$ cat src/rtl/spi_clkgen_pkg.sv
package spi_clkgen_pkg;
  localparam int CLKD_W   = 4;
  localparam int EXT_W    = 8;
  localparam int FINE_W   = CLKD_W + EXT_W;
  localparam int EXP_MAX  = (1 << CLKD_W) - 1;
  localparam int RATIO_W  = ((EXP_MAX + 1) > (FINE_W + 1)) ? (EXP_MAX + 1) : (FINE_W + 1);
  localparam int LEN_W    = 6;
  localparam int MIN_BITS = 4;
  localparam int MAX_BITS = 32;

  typedef logic [RATIO_W-1:0] ratio_t;
  typedef logic [LEN_W-1:0]   len_t;

  typedef struct packed {
    logic   cpol;
    logic   cpha;
    logic   pass;
    ratio_t ratio;
    ratio_t lo;
    ratio_t hi;
    len_t   nbits;
  } shadow_t;

  // Divide ratio from the two register fields.
  function automatic ratio_t ratio_of(input logic gran,
                                      input logic [CLKD_W-1:0] clkd,
                                      input logic [EXT_W-1:0] ext);
    ratio_t r;
    if (gran) r = ratio_t'({ext, clkd}) + ratio_t'(1);
    else      r = ratio_t'(1) << clkd;
    return r;
  endfunction

  // Active (non-idle) phase length: the shorter half for odd ratios.
  function automatic ratio_t active_len(input ratio_t r);
    return r >> 1;
  endfunction

  // Idle-level phase length: the longer half for odd ratios.
  function automatic ratio_t idle_len(input ratio_t r);
    return r - (r >> 1);
  endfunction

  function automatic len_t clamp_len(input len_t req);
    len_t n;
    if (req < len_t'(MIN_BITS))      n = len_t'(MIN_BITS);
    else if (req > len_t'(MAX_BITS)) n = len_t'(MAX_BITS);
    else                             n = req;
    return n;
  endfunction
endpackage

$ cat src/rtl/spi_clkgen_cfg.sv
module spi_clkgen_cfg
  import spi_clkgen_pkg::*;
#(
  parameter int WORD_W   = 32,
  parameter int CLKD_LSB = 2,
  parameter int GRAN_BIT = 29,
  parameter int CPOL_BIT = 1,
  parameter int CPHA_BIT = 0,
  parameter int EXT_LSB  = 8
) (
  input  logic              clk,
  input  logic              rst_n,
  input  logic              load,
  input  logic [WORD_W-1:0] cfg_word,
  input  logic [WORD_W-1:0] ctl_word,
  input  len_t              word_len,
  output shadow_t           sh
);
  ratio_t r_next;

  always_comb
    r_next = ratio_of(cfg_word[GRAN_BIT], cfg_word[CLKD_LSB +: CLKD_W],
                      ctl_word[EXT_LSB +: EXT_W]);

  always_ff @(posedge clk) begin
    if (!rst_n) begin
      sh.cpol  <= 1'b0;
      sh.cpha  <= 1'b0;
      sh.pass  <= 1'b1;
      sh.ratio <= ratio_t'(1);
      sh.lo    <= ratio_t'(1);
      sh.hi    <= '0;
      sh.nbits <= len_t'(MIN_BITS);
    end else if (load) begin
      sh.cpol  <= cfg_word[CPOL_BIT];
      sh.cpha  <= cfg_word[CPHA_BIT];
      sh.pass  <= (r_next == ratio_t'(1));
      sh.ratio <= r_next;
      sh.lo    <= idle_len(r_next);
      sh.hi    <= active_len(r_next);
      sh.nbits <= clamp_len(word_len);
    end
  end
endmodule

$ cat src/rtl/spi_clkgen_seq.sv
module spi_clkgen_seq
  import spi_clkgen_pkg::*;
(
  input  logic   clk,
  input  logic   rst_n,
  input  logic   en,
  input  logic   start,
  input  ratio_t ratio,
  input  len_t   nbits,
  output logic   run,
  output ratio_t pos,
  output logic   period_end,
  output logic   word_end
);
  len_t bitc;

  assign period_end = run && (pos == ratio - ratio_t'(1));
  assign word_end   = period_end && (bitc == nbits - len_t'(1));

  always_ff @(posedge clk) begin
    if (!rst_n) begin
      run  <= 1'b0;
      pos  <= '0;
      bitc <= '0;
    end else if (!en) begin
      run  <= 1'b0;
      pos  <= '0;
      bitc <= '0;
    end else if (!run) begin
      if (start) begin
        run  <= 1'b1;
        pos  <= '0;
        bitc <= '0;
      end
    end else if (period_end) begin
      pos <= '0;
      if (word_end) run  <= 1'b0;
      else          bitc <= bitc + len_t'(1);
    end else begin
      pos <= pos + ratio_t'(1);
    end
  end
endmodule

$ cat src/rtl/spi_clkgen_out.sv
module spi_clkgen_out
  import spi_clkgen_pkg::*;
(
  input  logic    clk,
  input  logic    rst_n,
  input  logic    en,
  input  logic    run,
  input  ratio_t  pos,
  input  logic    word_end,
  input  shadow_t sh,
  output logic    sclk,
  output logic    launch,
  output logic    sample,
  output logic    word_done,
  output logic    out_busy
);
  logic   live;
  logic   act;
  ratio_t samp_pos;
  logic   sclk_q;
  logic   pass_q;

  assign live = run && en;

  always_comb begin
    act      = sh.cpha ? (pos < sh.hi) : (pos >= sh.lo);
    samp_pos = sh.pass ? '0 : (sh.cpha ? sh.hi : sh.lo);
  end

  always_ff @(posedge clk) begin
    if (!rst_n) begin
      sclk_q    <= 1'b0;
      pass_q    <= 1'b0;
      launch    <= 1'b0;
      sample    <= 1'b0;
      word_done <= 1'b0;
      out_busy  <= 1'b0;
    end else begin
      sclk_q    <= sh.cpol ^ (live && act);
      pass_q    <= live && sh.pass;
      launch    <= live && (pos == '0);
      sample    <= live && (pos == samp_pos);
      word_done <= live && word_end;
      out_busy  <= live;
    end
  end

  // Ratio 1: the reference itself, gated by a registered enable.
  assign sclk = sclk_q ^ (pass_q & clk);
endmodule

$ cat src/rtl/spi_clkgen.sv
module spi_clkgen
  import spi_clkgen_pkg::*;
#(
  parameter int WORD_W   = 32,
  parameter int CLKD_LSB = 2,
  parameter int GRAN_BIT = 29,
  parameter int CPOL_BIT = 1,
  parameter int CPHA_BIT = 0,
  parameter int EXT_LSB  = 8,
  parameter int EN_BIT   = 0
) (
  input  logic              clk,
  input  logic              rst_n,
  input  logic [WORD_W-1:0] cfg_word,
  input  logic [WORD_W-1:0] ctl_word,
  input  logic [LEN_W-1:0]  word_len,
  input  logic              start,
  output logic              sclk,
  output logic              launch,
  output logic              sample,
  output logic              busy,
  output logic              word_done
);
  shadow_t sh;
  logic    en;
  logic    run;
  ratio_t  pos;
  ratio_t  cur_ratio;
  logic    period_end;
  logic    word_end;
  logic    out_busy;
  logic    unused_field_bits;

  assign en                = ctl_word[EN_BIT];
  assign cur_ratio         = sh.ratio;
  assign busy              = run | out_busy;
  assign unused_field_bits = ^{cfg_word, ctl_word, period_end};

  spi_clkgen_cfg #(
    .WORD_W(WORD_W), .CLKD_LSB(CLKD_LSB), .GRAN_BIT(GRAN_BIT),
    .CPOL_BIT(CPOL_BIT), .CPHA_BIT(CPHA_BIT), .EXT_LSB(EXT_LSB)
  ) u_cfg (
    .clk(clk), .rst_n(rst_n), .load(!run), .cfg_word(cfg_word),
    .ctl_word(ctl_word), .word_len(word_len), .sh(sh)
  );

  spi_clkgen_seq u_seq (
    .clk(clk), .rst_n(rst_n), .en(en), .start(start), .ratio(sh.ratio),
    .nbits(sh.nbits), .run(run), .pos(pos), .period_end(period_end),
    .word_end(word_end)
  );

  spi_clkgen_out u_out (
    .clk(clk), .rst_n(rst_n), .en(en), .run(run), .pos(pos),
    .word_end(word_end), .sh(sh), .sclk(sclk), .launch(launch),
    .sample(sample), .word_done(word_done), .out_busy(out_busy)
  );
endmodule

$ cat config.mk
export PLATFORM = sky130hd
export DESIGN_NAME = spi_clkgen
export DESIGN_NICKNAME = d
export VERILOG_FILES = /design/src/rtl/spi_clkgen_pkg.sv /design/src/rtl/spi_clkgen_cfg.sv /design/src/rtl/spi_clkgen_seq.sv /design/src/rtl/spi_clkgen_out.sv /design/src/rtl/spi_clkgen.sv
export SDC_FILE = /design/constraint.sdc
export NUM_CORES = 1
export LEC_CHECK = 0
export BUFFER_PORTS_ARGS = -buffer_cell sky130_fd_sc_hd__buf_2
export CORE_UTILIZATION = 60
export CTS_CLUSTER_DIAMETER = 100
export DETAILED_ROUTE_END_ITERATION = 16
export GPL_TIMING_DRIVEN = 0
export PLACE_DENSITY_LB_ADDON = 0.05
export RECOVER_POWER = 50
export SLEW_MARGIN = 20
export SYNTH_ARGS = -nofsm -noshare
export SYNTH_HDL_FRONTEND = slang
export SYNTH_SLANG_ARGS = --single-unit
$ cat constraint.sdc
create_clock -name clk -period 4.23 [get_ports clk]
set_input_delay 0 -clock clk [delete_from_list [all_inputs] [get_ports clk]]
set_output_delay 0 -clock clk [all_outputs]
set_load 0.05 [all_outputs]
==> impl_metrics.toml <==
[outcome]
status = "finished clean"

[route]
wl_um = 17500
dr.pass1.iters = 5
drc_errors = 0
drt_iter0_markers = 454
num_vias = 5933
viasPerCell = 6.16
avgRoutedWirePerCell_um = 18.2
drtAntennaViolNets = 0

[yosys]
yosysTopAreaCell = "dfxtp_1"
yosysUniqueCellTypes = 65
yosys.area_share.simple = 0.235
seq_area_frac_synth = 0.232
synth_area_leaders = "dfxtp_1 23%, ha_1 13%, xor2_1 5.1%, xnor2_1 4.6%, nor2_1 4.1%"
muxShareOfSynthArea = 0.0402
syn_avg_cell_area_um2 = 7.82
ys_ff_latch = 70
synth_compound_area_frac = 0.188
yosys_most_used_dff = "dfxtp_1"
synth_area_mm2 = 0.00604
synth_edf_count = 0
synth_xor_area_frac = 0.0972
synth_top_area_frac = 0.232
synth_top_family_by_area = "simple AND/OR/NAND/NOR gates"
synthCells = 772
synthArstFlopShare = 0
yosysWarnings = 0
synth.net_count = 910
synthAdderAreaFrac = 0.136

[clock_network]
clock_latency_ns = 0.48
post_cts_resized = 0
cts_hold_buf = 11
cts.clk_slew.worst_paths_ns = 0.10
postCtsSetupBuffers = 0
cts_tree = "yes"

[final_layout]
final_layout_size_suffix_gt1_frac = 0.0759
layoutNonFillerInstCount = 963
final_cell_mix = "70 x dfxtp_1, 66 x inv_1, 66 x nor2_1"
fillerInstances = 866
nets = 963
final_common_cell = "dfxtp_1"
synthToLayoutAreaGrowth_pct = 12.1
diodes = 0

[global_routing]
grt_pass1_vias = 5609
global_route.usage.met1 = 0.449
grt_first_pass_wirelength_um = 28100
grt_max_degree = 13
gr-max-usage-layer = "met2"
grtUsageMet2 = 0.575
grt_use_total = 0.355
grt_overflow_total = 0
antenna_found_initial = 0
grtUsageMet3 = 0.0951

[critical_path]
cp_max_fo = 10
cpMaxStageDelayCell = "or4_4"
startpoint_type = "flop"
reg2regPathDepth = 11
critical_path.most_common_cell = "buf_2"
path_class = "reg -> reg"
worstPathArrival_ns = 3.68
required_ns = 4.59
worstPathCellList = "inv_1 -> ha_1 -> or4b_1 -> buf_2 -> or4_4 -> a221oi_4 -> a31oi_4 -> nand2_1 -> buf_2 -> o21ai_0 -> a21o_1"
end_kind = "flop"
critPathMaxStageDelay_ns = 0.52

[min_path]
min_path_cells = 3
hp-class = "in -> reg"

[placed_design]
gp_congestion = 0.929
dp.cells = 933
hpwl_um = 13300
port_buffers = 28

[floorplanning]
coreArea_mm2 = 0.00977
die_x_um = 102
rows = 36
die_area_mm2 = 0.0105
io_pins = 78
die-height_um = 102
start_util = 0.618

[sta]
slew_headroom = 0.323
finalSetupTns_ns = 0
tightest_slew_ns = 0.990
period_share = 0.784
rsz0062_at_grt = "no"
setup_viol = 0
clock_skew_ns = 0.0198
hold_viol_final = 0
timing.fmax_mhz = 302
period_needed_ns = 3.32
slew_viol_final = 0

[power]
power.density_mw_per_mm2 = 318
ir_drop_mv = 0.200
p_leak_uw = 0.00300

[job]
max_cap_violations = 0
final timing paths:
check / start / end / slack, ns
worst max register to register: u_cfg.sh[39]$_SDFFE_PN0N_ / u_seq.pos[5]$_SDFFE_PN0P_ / 0.91
worst max-delay path: u_cfg.sh[39]$_SDFFE_PN0N_ / u_seq.pos[5]$_SDFFE_PN0P_ / 0.91
worst min-delay path: ctl_word[0] / u_seq.pos[1]$_SDFFE_PN0P_ / 0.002
worst min register to register: u_cfg.sh[24]$_SDFFE_PN0N_ / u_cfg.sh[24]$_SDFFE_PN0N_ / 0.47
sequential cells by signal, summed over array words and instances, names as in the netlist:
signal	cells
u_cfg.sh	41
u_out.launch	1
u_out.sample	1
u_out.pass_q	1
u_seq.pos	16
u_out.out_busy	1
u_seq.run	1
u_out.word_done	1
u_out.sclk_q	1
u_seq.bitc	6
through the flow:
step / area [um^2] / setup slack (ns) / power [uW] / hold slack [ns] / utilization
after floorplan: 6040 / 1.35 / 1150 / 0.144 / -
after global placement: 6350 / 0.756 / 1280 / 0.234 / 0.649
after detailed placement: 6350 / 0.622 / 1300 / 0.256 / 0.649
after CTS: 6780 / 0.966 / 2140 / 0.00788 / 0.693
after global routing: 6770 / 0.744 / 2250 / 0.0168 / 0.693
final: 6770 / 0.914 / 2150 / 0.00224 / 0.693
critical path, delay by kind of cell, from the launching register on:
kind | cells | cell delay [ns]
AOI/OAI and AO/OA | 4 | 0.88
adders and majority gates | 1 | 0.26
buffers and inverters | 3 | 0.53
DFF | 1 | 0.39
and+or+nand+nor | 3 | 1.16
cell usage after synthesis (13+ instances only):
cell type and number:
clkbuf_1 32, nand3_1 25, a21oi_1 34, xor2_1 35, ha_1 64, nand4_1 17
dfxtp_1 70, nor4_1 13, and3_1 13, inv_1 65, mux2i_1 22, o21ai_0 39
a211oi_1 14, xnor2_1 32, a21o_1 18, nand2_1 54, nor3_1 17, nor2_1 66
final cells by class:
cell class | instances | area, um^2 | area share
timing repair buffer | 38 | 239 | 0.0353
inverter | 67 | 251 | 0.0371
sequential | 70 | 1400 | 0.207
clock inverter | 5 | 129 | 0.0190
buffer | 45 | 181 | 0.0268
clock buffer | 15 | 198 | 0.0292
tap | 133 | 166 | 0.0246
multi-input combinational | 590 | 4210 | 0.621
kinds of logic after synthesis:
family | Yosys count
AND/OR/NAND/NOR | 269
AO/OA/AOI/OAI | 165
multiplexers | 24
flip-flops | 70
buffers and inverters | 112
adder cells (fa/ha/maj) | 65
XOR/XNOR | 67
power breakdown:
part	switching, uW	total (uW)	leakage, uW	internal, uW
registers	44.8	746	0.000574	701
clock network	303	849	0.000169	546
logic	331	558	0.00226	227
metal layers:
layer	up-vias	share of wire
li1	2855	-
met1	2814	0.45
met2	212	0.45
met3	52	0.072
met4	0	0.033
met5	-	0
(Power assumes the default switching activity.)
